## src/rtl/spi_mon_pkg.sv

```systemverilog
package spi_mon_pkg;

    typedef enum logic [1:0] {
        ST_FILL     = 2'd0,
        ST_ANNOUNCE = 2'd1,
        ST_WAIT     = 2'd2,
        ST_SHIFT    = 2'd3
    } mon_state_e;

    typedef enum logic [1:0] {
        CS_LVL_LOW     = 2'b00,
        CS_LVL_HIGH    = 2'b01,
        CS_LVL_UNKNOWN = 2'b10,
        CS_LVL_ABSENT  = 2'b11
    } cs_code_e;

    typedef struct packed {
        logic cpol;
        logic cpha;
        logic cs_act_high;
        logic lsb_first;
        logic mosi_en;
        logic miso_en;
        logic cs_en;
    } mon_cfg_t;

endpackage

```

## src/rtl/spi_mon_sync.sv

```systemverilog
module spi_mon_sync #(
    parameter int W      = 4,
    parameter int STAGES = 2
) (
    input  logic         clk,
    input  logic         rst_n,
    input  logic [W-1:0] d,
    output logic [W-1:0] q
);
    logic [W-1:0] stage [STAGES];

    always_ff @(posedge clk or negedge rst_n) begin
        if (!rst_n) stage[0] <= '0;
        else        stage[0] <= d;
    end

    for (genvar g = 1; g < STAGES; g++) begin : g_stage
        always_ff @(posedge clk or negedge rst_n) begin
            if (!rst_n) stage[g] <= '0;
            else        stage[g] <= stage[g-1];
        end
    end

    assign q = stage[STAGES-1];
endmodule

```

## src/rtl/spi_mon_ctrl.sv

```systemverilog
module spi_mon_ctrl
    import spi_mon_pkg::*;
#(
    parameter int MAX_WORD = 16,
    parameter int STAGES   = 2,
    parameter int LEN_W    = $clog2(MAX_WORD + 1)
) (
    input  logic             clk,
    input  logic             rst_n,
    input  mon_cfg_t         cfg_live,
    input  logic [LEN_W-1:0] len_live,
    input  logic             sclk_s,
    input  logic             cs_s,
    input  logic             shift_idle,
    output mon_cfg_t         cfg_sh,
    output logic [LEN_W-1:0] len_sh,
    output logic             capture,
    output logic             flush,
    output logic             warn_first,
    output logic             cs_evt_valid,
    output cs_code_e         cs_evt_prev,
    output cs_code_e         cs_evt_now
);
    localparam int FILL_W = $clog2(STAGES + 2);
    localparam logic [FILL_W-1:0] FILL_LAST = FILL_W'(STAGES);

    mon_state_e        state, state_n;
    logic [FILL_W-1:0] fill_cnt;
    logic              sclk_q, cs_q;
    logic              asserted, rise, fall, sample_edge, cs_moved, upd;

    assign asserted    = (cs_s == cfg_sh.cs_act_high);
    assign rise        = sclk_s & ~sclk_q;
    assign fall        = ~sclk_s & sclk_q;
    assign sample_edge = (cfg_sh.cpol ^ cfg_sh.cpha) ? fall : rise;
    assign cs_moved    = cfg_sh.cs_en && (cs_s != cs_q) &&
                         ((state == ST_WAIT) || (state == ST_SHIFT));
    assign upd         = (state != ST_SHIFT) ||
                         (!cfg_sh.cs_en && shift_idle);

    always_comb begin
        state_n = state;
        unique case (state)
            ST_FILL:     if (fill_cnt == FILL_LAST) state_n = ST_ANNOUNCE;
            ST_ANNOUNCE: state_n = (asserted || !cfg_sh.cs_en) ? ST_SHIFT : ST_WAIT;
            ST_WAIT:     if (asserted || !cfg_sh.cs_en) state_n = ST_SHIFT;
            ST_SHIFT:    if (cfg_sh.cs_en && !asserted) state_n = ST_WAIT;
        endcase
    end

    always_ff @(posedge clk or negedge rst_n) begin
        if (!rst_n) begin
            state    <= ST_FILL;
            fill_cnt <= '0;
        end else begin
            state <= state_n;
            if (state == ST_FILL) fill_cnt <= fill_cnt + FILL_W'(1);
        end
    end

    always_ff @(posedge clk or negedge rst_n) begin
        if (!rst_n) begin
            sclk_q <= 1'b0;
            cs_q   <= 1'b0;
        end else begin
            sclk_q <= sclk_s;
            cs_q   <= cs_s;
        end
    end

    always_ff @(posedge clk or negedge rst_n) begin
        if (!rst_n) begin
            cfg_sh <= '0;
            len_sh <= LEN_W'(MAX_WORD);
        end else if (upd) begin
            cfg_sh <= cfg_live;
            if (len_live == '0 || len_live > LEN_W'(MAX_WORD)) len_sh <= LEN_W'(MAX_WORD);
            else                                               len_sh <= len_live;
        end
    end

    assign capture    = (state == ST_SHIFT) && sample_edge;
    assign flush      = cs_moved;
    assign warn_first = cfg_sh.cs_en && !asserted;

    always_ff @(posedge clk or negedge rst_n) begin
        if (!rst_n) begin
            cs_evt_valid <= 1'b0;
            cs_evt_prev  <= CS_LVL_UNKNOWN;
            cs_evt_now   <= CS_LVL_UNKNOWN;
        end else begin
            cs_evt_valid <= 1'b0;
            if (state == ST_ANNOUNCE) begin
                cs_evt_valid <= 1'b1;
                cs_evt_prev  <= CS_LVL_UNKNOWN;
                cs_evt_now   <= !cfg_sh.cs_en ? CS_LVL_ABSENT :
                                (cs_s ? CS_LVL_HIGH : CS_LVL_LOW);
            end else if (cs_moved) begin
                cs_evt_valid <= 1'b1;
                cs_evt_prev  <= cs_q ? CS_LVL_HIGH : CS_LVL_LOW;
                cs_evt_now   <= cs_s ? CS_LVL_HIGH : CS_LVL_LOW;
            end
        end
    end
endmodule

```

## src/rtl/spi_mon_shifter.sv

```systemverilog
module spi_mon_shifter #(
    parameter int MAX_WORD = 16,
    parameter int CNT_W    = 24,
    parameter int LEN_W    = $clog2(MAX_WORD + 1)
) (
    input  logic                clk,
    input  logic                rst_n,
    input  logic                clear,
    input  logic                capture,
    input  logic                warn_in,
    input  logic                lsb_first,
    input  logic [LEN_W-1:0]    word_len,
    input  logic                mosi_en,
    input  logic                miso_en,
    input  logic                mosi_bit,
    input  logic                miso_bit,
    output logic                idle,
    output logic                out_valid,
    output logic [MAX_WORD-1:0] out_mosi,
    output logic [MAX_WORD-1:0] out_miso,
    output logic                out_mosi_ok,
    output logic                out_miso_ok,
    output logic                out_warn,
    output logic [CNT_W-1:0]    out_cycles
);
    logic [LEN_W-1:0]    bit_cnt, base_cnt, pos;
    logic [MAX_WORD-1:0] mosi_acc, miso_acc, base_mosi, base_miso, mask;
    logic [MAX_WORD-1:0] nxt_mosi, nxt_miso;
    logic [CNT_W-1:0]    cyc_cnt, cyc_inc, cyc_now;
    logic                warn_acc, nxt_warn, last;

    always_comb begin
        base_cnt  = clear ? '0 : bit_cnt;
        base_mosi = clear ? '0 : mosi_acc;
        base_miso = clear ? '0 : miso_acc;
        pos       = lsb_first ? base_cnt : LEN_W'(word_len - LEN_W'(1) - base_cnt);
        mask      = MAX_WORD'(1) << pos;
        last      = (LEN_W'(base_cnt + LEN_W'(1)) == word_len);
        nxt_mosi  = base_mosi | ((mosi_en && mosi_bit) ? mask : '0);
        nxt_miso  = base_miso | ((miso_en && miso_bit) ? mask : '0);
        nxt_warn  = (base_cnt == '0) ? warn_in : warn_acc;
        cyc_inc   = (cyc_cnt == '1) ? cyc_cnt : cyc_cnt + CNT_W'(1);
        cyc_now   = (base_cnt == '0) ? CNT_W'(1) : cyc_inc;
    end

    assign idle = (bit_cnt == '0);

    always_ff @(posedge clk or negedge rst_n) begin
        if (!rst_n) begin
            bit_cnt  <= '0;
            mosi_acc <= '0;
            miso_acc <= '0;
            warn_acc <= 1'b0;
            cyc_cnt  <= '0;
        end else if (capture && last) begin
            bit_cnt  <= '0;
            mosi_acc <= '0;
            miso_acc <= '0;
            warn_acc <= 1'b0;
            cyc_cnt  <= '0;
        end else if (capture) begin
            bit_cnt  <= LEN_W'(base_cnt + LEN_W'(1));
            mosi_acc <= nxt_mosi;
            miso_acc <= nxt_miso;
            warn_acc <= nxt_warn;
            cyc_cnt  <= cyc_now;
        end else if (clear) begin
            bit_cnt  <= '0;
            mosi_acc <= '0;
            miso_acc <= '0;
            warn_acc <= 1'b0;
            cyc_cnt  <= '0;
        end else if (bit_cnt != '0) begin
            cyc_cnt  <= cyc_inc;
        end
    end

    always_ff @(posedge clk or negedge rst_n) begin
        if (!rst_n) begin
            out_valid   <= 1'b0;
            out_mosi    <= '0;
            out_miso    <= '0;
            out_mosi_ok <= 1'b0;
            out_miso_ok <= 1'b0;
            out_warn    <= 1'b0;
            out_cycles  <= '0;
        end else begin
            out_valid <= capture && last;
            if (capture && last) begin
                out_mosi    <= nxt_mosi;
                out_miso    <= nxt_miso;
                out_mosi_ok <= mosi_en;
                out_miso_ok <= miso_en;
                out_warn    <= nxt_warn;
                out_cycles  <= cyc_now;
            end
        end
    end
endmodule

```

## src/rtl/spi_bus_monitor.sv

```systemverilog
module spi_bus_monitor
    import spi_mon_pkg::*;
#(
    parameter int MAX_WORD = 16,
    parameter int CNT_W    = 24,
    parameter int STAGES   = 2,
    localparam int LEN_W   = $clog2(MAX_WORD + 1)
) (
    input  logic                clk,
    input  logic                rst_n,
    input  logic                cfg_cpol,
    input  logic                cfg_cpha,
    input  logic                cfg_cs_act_high,
    input  logic                cfg_lsb_first,
    input  logic [LEN_W-1:0]    cfg_word_len,
    input  logic                cfg_mosi_present,
    input  logic                cfg_miso_present,
    input  logic                cfg_cs_present,
    input  logic                spi_sclk,
    input  logic                spi_cs,
    input  logic                spi_mosi,
    input  logic                spi_miso,
    output logic                word_valid,
    output logic [MAX_WORD-1:0] word_mosi,
    output logic [MAX_WORD-1:0] word_miso,
    output logic                word_mosi_ok,
    output logic                word_miso_ok,
    output logic                word_warn,
    output logic [CNT_W-1:0]    word_cycles,
    output logic                cs_evt_valid,
    output logic [1:0]          cs_evt_prev,
    output logic [1:0]          cs_evt_now
);
    mon_cfg_t         cfg_live, cfg_sh;
    logic [LEN_W-1:0] len_sh;
    logic [3:0]       lines_s;
    logic             capture, flush, warn_first, shift_idle;
    cs_code_e         evt_prev, evt_now;

    assign cfg_live = '{cpol: cfg_cpol, cpha: cfg_cpha, cs_act_high: cfg_cs_act_high,
                        lsb_first: cfg_lsb_first, mosi_en: cfg_mosi_present,
                        miso_en: cfg_miso_present, cs_en: cfg_cs_present};

    spi_mon_sync #(.W(4), .STAGES(STAGES)) u_sync (
        .clk   (clk),
        .rst_n (rst_n),
        .d     ({spi_sclk, spi_cs, spi_mosi, spi_miso}),
        .q     (lines_s)
    );

    spi_mon_ctrl #(.MAX_WORD(MAX_WORD), .STAGES(STAGES)) u_ctrl (
        .clk          (clk),
        .rst_n        (rst_n),
        .cfg_live     (cfg_live),
        .len_live     (cfg_word_len),
        .sclk_s       (lines_s[3]),
        .cs_s         (lines_s[2]),
        .shift_idle   (shift_idle),
        .cfg_sh       (cfg_sh),
        .len_sh       (len_sh),
        .capture      (capture),
        .flush        (flush),
        .warn_first   (warn_first),
        .cs_evt_valid (cs_evt_valid),
        .cs_evt_prev  (evt_prev),
        .cs_evt_now   (evt_now)
    );

    spi_mon_shifter #(.MAX_WORD(MAX_WORD), .CNT_W(CNT_W)) u_shift (
        .clk         (clk),
        .rst_n       (rst_n),
        .clear       (flush),
        .capture     (capture),
        .warn_in     (warn_first),
        .lsb_first   (cfg_sh.lsb_first),
        .word_len    (len_sh),
        .mosi_en     (cfg_sh.mosi_en),
        .miso_en     (cfg_sh.miso_en),
        .mosi_bit    (lines_s[1]),
        .miso_bit    (lines_s[0]),
        .idle        (shift_idle),
        .out_valid   (word_valid),
        .out_mosi    (word_mosi),
        .out_miso    (word_miso),
        .out_mosi_ok (word_mosi_ok),
        .out_miso_ok (word_miso_ok),
        .out_warn    (word_warn),
        .out_cycles  (word_cycles)
    );

    assign cs_evt_prev = evt_prev;
    assign cs_evt_now  = evt_now;
endmodule

```

## config.mk

```make
export PLATFORM = sky130hd
export DESIGN_NAME = spi_bus_monitor
export DESIGN_NICKNAME = d
export VERILOG_FILES = /design/src/rtl/spi_mon_pkg.sv /design/src/rtl/spi_mon_sync.sv /design/src/rtl/spi_mon_ctrl.sv /design/src/rtl/spi_mon_shifter.sv /design/src/rtl/spi_bus_monitor.sv
export SDC_FILE = /design/constraint.sdc
export NUM_CORES = 1
export LEC_CHECK = 0
export ABC_AREA = 0
export CAP_MARGIN = 5
export CORE_UTILIZATION = 55
export DETAILED_ROUTE_END_ITERATION = 10
export GPL_TIMING_DRIVEN = 0
export PLACE_DENSITY = 0.77
export SLEW_MARGIN = 40
export SYNTH_ARGS = -nofsm -noshare
export SYNTH_HDL_FRONTEND = slang
export SYNTH_SLANG_ARGS = --single-unit
```

## constraint.sdc

```tcl
create_clock -name clk -period 8.5 [get_ports clk]
set_clock_uncertainty 0.15 [all_clocks]
set_input_delay 2.125 -clock clk [delete_from_list [all_inputs] [get_ports clk]]
set_output_delay 2.125 -clock clk [all_outputs]
set_load 0.02 [all_outputs]
```

* Word-level counts from Yosys, hierarchy flattened
Index checks and enable logic that the tools add are counted.
Widths: inputs -> output; s select.
** Storage, ports and cells
- Register bits :: 153
- Input port bits :: 18
- Output and inout port bits :: 65
- Logic and storage cells :: 116
** Operators by class
- $add $sub $neg :: 5
- Magnitude comparators :: 1
- Equal/unequal tests :: 12
- Shift operators :: 1
- Mux-type cells :: 38
- Bitwise gates (word level) :: 7
- Reduce and logical (&&, ||, !) cells :: 23
** Operators with widths (number)
- $mux 24 :: 6
- $mux 16 :: 8
- $or 16x16->16 :: 2
- $mux 5 :: 5
- $add 24x1->24 const B :: 1
- $eq 24x24->1 const B :: 1
- $mux 2 :: 8
- $shl 1x5->16 const A :: 1
- $logic_not 5->1 :: 3
- $mux 1 :: 10
- $logic_and 1x1->1 :: 8
- $pmux 2 s4 :: 1
- $eq 2x2->1 const B :: 3
- $add 5x1->5 const B :: 1
- $eq 5x5->1 :: 1
- $gt 5x5->1 const B :: 1
- $reduce_bool 5->1 :: 1
- $sub 5x1->5 const B :: 1
- $sub 5x5->5 :: 1
- $logic_or 1x1->1 :: 4
- $ne 2x1->1 const B :: 2
- $ne 2x2->1 const B :: 2
- $reduce_bool 4->1 :: 1
- $reduce_and 3->1 :: 1
- 11 further kinds :: 14

* Longest topological paths before layout
- Depth in word-level cells :: 11
- Mapped depth :: 15
- Depth with buffers taken out :: 12

* Cells and area by module
Synthesis repeated with hierarchy kept, for this count alone.
** Second synthesis, totals
- Cells, all modules :: 743
- Area, all modules :: 7559.8 µm²
** By module, submodules not included
- spi_mon_shifter :: instances 1, cells an instance 648, area an instance 6294.8 µm², seq. area each 3052.9 µm²
- spi_mon_ctrl :: instances 1, cells an instance 83, area an instance 1034.7 µm², seq. area each 579.3 µm²
- spi_mon_sync :: instances 1, cells an instance 12, area an instance 230.2 µm², seq. area each 200.2 µm²

* Least setup slack after synthesis
No wires, ideal clock.
- Path kind :: in2reg
- Start point :: input port cfg_word_len[1]
- End point :: register u_ctrl.len_sh[0]
- Library setup time :: 0.083 ns
- Arrival :: 3.135 ns
- Required time :: 8.267 ns
- Slack :: 5.132 ns
- Stages on the path :: 4
- Path buffers :: 0
- Path through :: or4_1 ha_1 nand3b_1 o21ai_0
** On the way
- Cells in the longest elaborated chain, start to end :: 3
- Elaborated cells between the ends (all ways) :: 4
- Classes of those cells :: order compare: 1; mux: 1; reduce/logical: 2
** Ends and longest elaborated chain
- start: declaration :: line spi_bus_monitor.sv:15 : input logic [LEN_W-1:0] cfg_word_len,
- $gt 5x5->1 / $logic_not 5->1 (equally long branches) :: line spi_mon_ctrl.sv:77 : if (len_live == '0 || len_live > LEN_W'(MAX_WORD)) len_sh <= LEN_W'(MAX_WORD);
- $logic_or 1x1->1 (*) :: line spi_mon_ctrl.sv:77
- $mux 5 (*) :: line spi_mon_ctrl.sv:77
- end signal: assignment :: line spi_mon_ctrl.sv:74 : len_sh <= LEN_W'(MAX_WORD);
- end signal: assignment :: line spi_mon_ctrl.sv:77
- end signal: assignment :: line spi_mon_ctrl.sv:78 : else len_sh <= len_live;
- end: declaration :: line spi_mon_ctrl.sv:16 : output logic [LEN_W-1:0] len_sh,
Every way passes the cells marked *; elsewhere a longest branch is shown, timed or not.
A chain may end at the register's enable or synchronous reset.

* Worst setup path after layout
- Start point :: register, netlist name u_ctrl.cfg_sh[0]
- End point :: register u_shift.out_miso[6]
** On the way
- Cells in the longest elaborated chain, start to end :: 8
- Elaborated cells between the ends (all ways) :: 12
- Classes of those cells :: add/sub: 2; eq/ne: 1; shift: 1; mux: 4; bitwise: 1; reduce/logical: 3
** Ends and longest elaborated chain
- $logic_and 1x1->1 (*) (2 in a row) :: line spi_mon_ctrl.sv:36 : assign cs_moved = cfg_sh.cs_en && (cs_s != cs_q) &&
- $mux 5
- $sub 5x5->5 :: line spi_mon_shifter.sv:36 : pos = lsb_first ? base_cnt : LEN_W'(word_len - LEN_W'(1) - base_cnt);
- $mux 5 :: line spi_mon_shifter.sv:36
- $shl 1x5->16 :: line spi_mon_shifter.sv:37 : mask = MAX_WORD'(1) << pos;
- $mux 16 :: line spi_mon_shifter.sv:40 : nxt_miso = base_miso | ((miso_en && miso_bit) ? mask : '0);
- $or 16x16->16 :: line spi_mon_shifter.sv:40
- end signal: assignment :: line spi_mon_shifter.sv:91 : out_miso <= nxt_miso;
- end: declaration :: line spi_mon_shifter.sv:20 : output logic [MAX_WORD-1:0] out_miso,
Marks and branches as above.

==> metrics.yaml <==
timing:
  max_slew.worst_pin.slew_ns: 0.834
  rsz_0062_raised_after_global_routing: "false"
  finalCriticalPeriod_ns: 4.29
  worst_hold_check_slack_ns: 0.197
  worst_slew_margin_rel_pct: 43.9
  maxClockFrequency_mhz: 233
  final_min_period_over_clock_period_pct: 50.5
  timing_max_transition_violations_final: 0
  setup_viol_count_final: 0
  timing.setup.tns_ns: 0
  timing.final.hold_violations: 0
  final.setup.worst_slack_ns: 4.21
run_status:
  run_status: "complete, no violations"
place:
  placed_cells: 1051
  dp.final_hpwl_um: 13700
  port_buffers: 82
  post-place-ws_ns: 4.30
  routabilityCongestion: 0.933
  dpl-instance-area_um2: 8540
synthesis:
  netlist.top_cell.by_area: "sky130_fd_sc_hd__dfrtp_1"
  yosys_most_used_dff: "sky130_fd_sc_hd__dfrtp_1"
  syn_inst: 791
  synth.top_cell.area_share_pct: 50.5
  synth_enable_flop_cells: 0
  synth.area.top_cells: "sky130_fd_sc_hd__dfrtp_1 (50%), sky130_fd_sc_hd__nor2_1 (6.0%), sky130_fd_sc_hd__nand2_1 (4.7%)"
  synth_common_cells: "sky130_fd_sc_hd__dfrtp_1 (150), sky130_fd_sc_hd__nor2_1 (119), sky130_fd_sc_hd__nand2_1 (94)"
  postSynthAreaPerCell_um2: 9.41
  mappedNetlistNets: 820
  synth.distinct_cells: 55
  ys_ff_latch: 153
  synth-async-reset-ratio_pct: 100
  yosysWarningCount: 0
  netlist_area_um2: 7440
  synthMostInstantiatedCell: "sky130_fd_sc_hd__dfrtp_1"
  synth_seq_area_share_pct: 51.5
hold_path:
  hold-path-endpoint: "u_sync.q[2]$_DFF_PN0_"
  whs_path_depth: 0
  holdCritPathClass: "reg2reg"
  min_from: "u_sync.stage[6]$_DFF_PN0_"
global_route:
  grt_pass1_vias: 6438
  met2_usage_pct: 47.9
  grt_max_degree: 75
  number_of_antenna_violations_at_the_first_check_in_global_routing: 0
  grt-ovfl-total: 0
  met1_usage_pct: 39.5
  globalRoute.busiestLayer: "met2"
  grt_overall_usage_pct: 29.9
  grtUsageMet3_pct: 6.18
  grt_pass1_wl_um: 32700
cells_and_area:
  layout.cells.non_filler: 1082
  syn_to_final_growth_pct: 22.3
  antenna_cells: 0
  layout.nets: 923
  drive_above_1_share_pct: 7.51
  final_area_um2: 9100
  postLayoutCoreUtil_pct: 68.7
clocking:
  h-tree-depth: 4
  ctsRootBufferMaster: "sky130_fd_sc_hd__clkbuf_16"
  max-clock-path-buffers: 2
  cts_hold_buf: 0
  clk_pin_slew_worst_paths_ns: 0.06
  clock_latency_ns: 0.43
  cts_resized: 0
  post-cts-setup-buffer-count: 0
  cts.sinks: 153
  cts_made_buffers: 17
  tritoncts: "built"
detailed_routing:
  first_pass_iters: 5
  num_vias: 6582
  drc_errors: 0
  avgRoutedWirePerCell_um: 18.2
  drt-vias-per-instance: 6.08
  detail_route.iter0.violations: 636
  drt.antenna.violating_nets: 0
  final_wirelength_um: 19700
floorplan:
  rows: 42
  floorplan.initialDensity_pct: 56.2
  die_area_um2: 14000
  floorplan.core_area_um2: 13200
  chipWidth_um: 118
  floorplan.io_pins: 83
  die_y_um: 118
power_and_ir_drop:
  power.density_cell_area_nw_per_um2: 330
  peakVddDrop_v: 0.000260
  power_leakage_nw: 3.96
  power.total_mw: 3.00
setup_path:
  crit_fanout: 10
  max_stage_delay_ns: 0.58
  r2r_cells: 14
  worst-setup-path-type: "reg2reg"
  r2r_slack_ns: 4.21
  worst_setup_path_start_kind: "register"
  timing.critical_path.slowest_stage_cell: "sky130_fd_sc_hd__o21ai_0"
  crit_required_ns: 8.66
  worstPathCellList: "clkbuf_1 -> nand2_1 -> o21ai_0 -> ha_1 -> inv_1 -> fa_1 -> nor2b_1 -> o21a_1 -> nor2_1 -> xnor2_1 -> o211a_1 -> clkbuf_1 -> a221oi_1 -> nor2_1"
  critPathArrivalTime_ns: 4.44
  r2r_end: "u_shift.out_miso[6]$_DFFE_PN0P_"
  worstReg2RegStart: "u_ctrl.cfg_sh[0]$_DFFE_PN0P_"
  setup.worst_path.end_class: "register"
job:
  maxCapViolCount: 0
worst max-delay path by stage:
stage | start | to | slack, ns | depth (start not counted)
2_1_floorplan | cfg_word_len[1] | u_ctrl.len_sh[0]$_DFFE_PN0P_ | 5.13 | 4
3_3_place_gp | rst_n | u_shift.out_mosi[9]$_DFFE_PN0P_ | -0.76 | 1
3_5_place_dp | u_ctrl.cfg_sh[0]$_DFFE_PN0P_ | u_shift.out_cycles[22]$_DFFE_PN0P_ | 4.30 | 14
4_1_cts | u_ctrl.cfg_sh[0]$_DFFE_PN0P_ | u_shift.out_cycles[22]$_DFFE_PN0P_ | 4.28 | 14
5_1_grt | u_ctrl.cfg_sh[0]$_DFFE_PN0P_ | u_shift.out_cycles[21]$_DFFE_PN0P_ | 3.86 | 14
6_report | u_ctrl.cfg_sh[0]$_DFFE_PN0P_ | u_shift.out_miso[6]$_DFFE_PN0P_ | 4.21 | 14
report_power, final:
part           total (mW)  internal (mW)  switching [mW]
logic                1.28          0.466           0.811
registers            1.00          0.883           0.118
clock network       0.722          0.415           0.307
total                3.00           1.76            1.24
logic make-up after synthesis:
group,count (synthesis),share of synthesized area [%]
fa+ha+maj,11,1.95
simple gates,325,19.7
mux,9,1.33
compound gates,185,17.3
buf+inv,72,3.90
xor+xnor,36,4.34
flops,153,51.5
worst max-delay path: cells and delay by family, from the launching register on:
family | cells | cell delay (ns)
buffers and inverters | 3 | 0.70
XOR/XNOR | 1 | 0.17
flip-flops | 1 | 0.32
adder cells (fa/ha/maj) | 2 | 0.70
AND/OR/NAND/NOR | 4 | 0.53
AO/OA/AOI/OAI | 4 | 1.58
cell type report:
class / instances / area (um2)
Fill cell: 1054 / 4150
Sequential cell: 153 / 3830
Multi-Input combinational cell: 566 / 3320
Timing Repair Buffer: 84 / 881
Clock buffer: 20 / 457
Buffer: 54 / 223
Tap cell: 176 / 220
Clock inverter: 11 / 98.8
Inverter: 18 / 67.6
registers in the layout, summed over array words and instances, names as in the netlist, 4 cells and up:
signal              flops
u_sync.q                4
u_sync.stage            4
u_shift.bit_cnt         5
u_shift.cyc_cnt        24
u_shift.out_miso       16
u_shift.out_cycles     24
u_ctrl.cfg_sh           7
u_shift.miso_acc       16
u_shift.mosi_acc       16
u_ctrl.len_sh           5
u_shift.out_mosi       16
placed cells by master, fill, tap and decap left out, types with 15 or more instances in the layout:
cell type and n:
sky130_fd_sc_hd__a31oi_1 20, sky130_fd_sc_hd__a21oi_1 33, sky130_fd_sc_hd__a22oi_1 17, sky130_fd_sc_hd__inv_1 17
sky130_fd_sc_hd__nor2_1 119, sky130_fd_sc_hd__a221oi_1 18, sky130_fd_sc_hd__clkbuf_1 37, sky130_fd_sc_hd__nand2_1 94
sky130_fd_sc_hd__dfrtp_1 150, sky130_fd_sc_hd__xor2_1 18, sky130_fd_sc_hd__buf_2 16, sky130_fd_sc_hd__clkdlybuf4s50_1 81
sky130_fd_sc_hd__xnor2_1 17, sky130_fd_sc_hd__nor3_1 15, sky130_fd_sc_hd__o31ai_1 21, sky130_fd_sc_hd__clkbuf_16 17
sky130_fd_sc_hd__o21ai_0 31, sky130_fd_sc_hd__nand3_1 35
layer usage:
layer / vias to the layer above / part of all wire [%] / wire length (um)
met2: 293 / 49 / 9730
met5: - / 0 / 0
met3: 43 / 5.7 / 1120
li1: 3019 / - / -
met1: 3227 / 43 / 8420
met4: 0 / 2.3 / 459
Note: power is estimated with default switching activity, not from simulation.
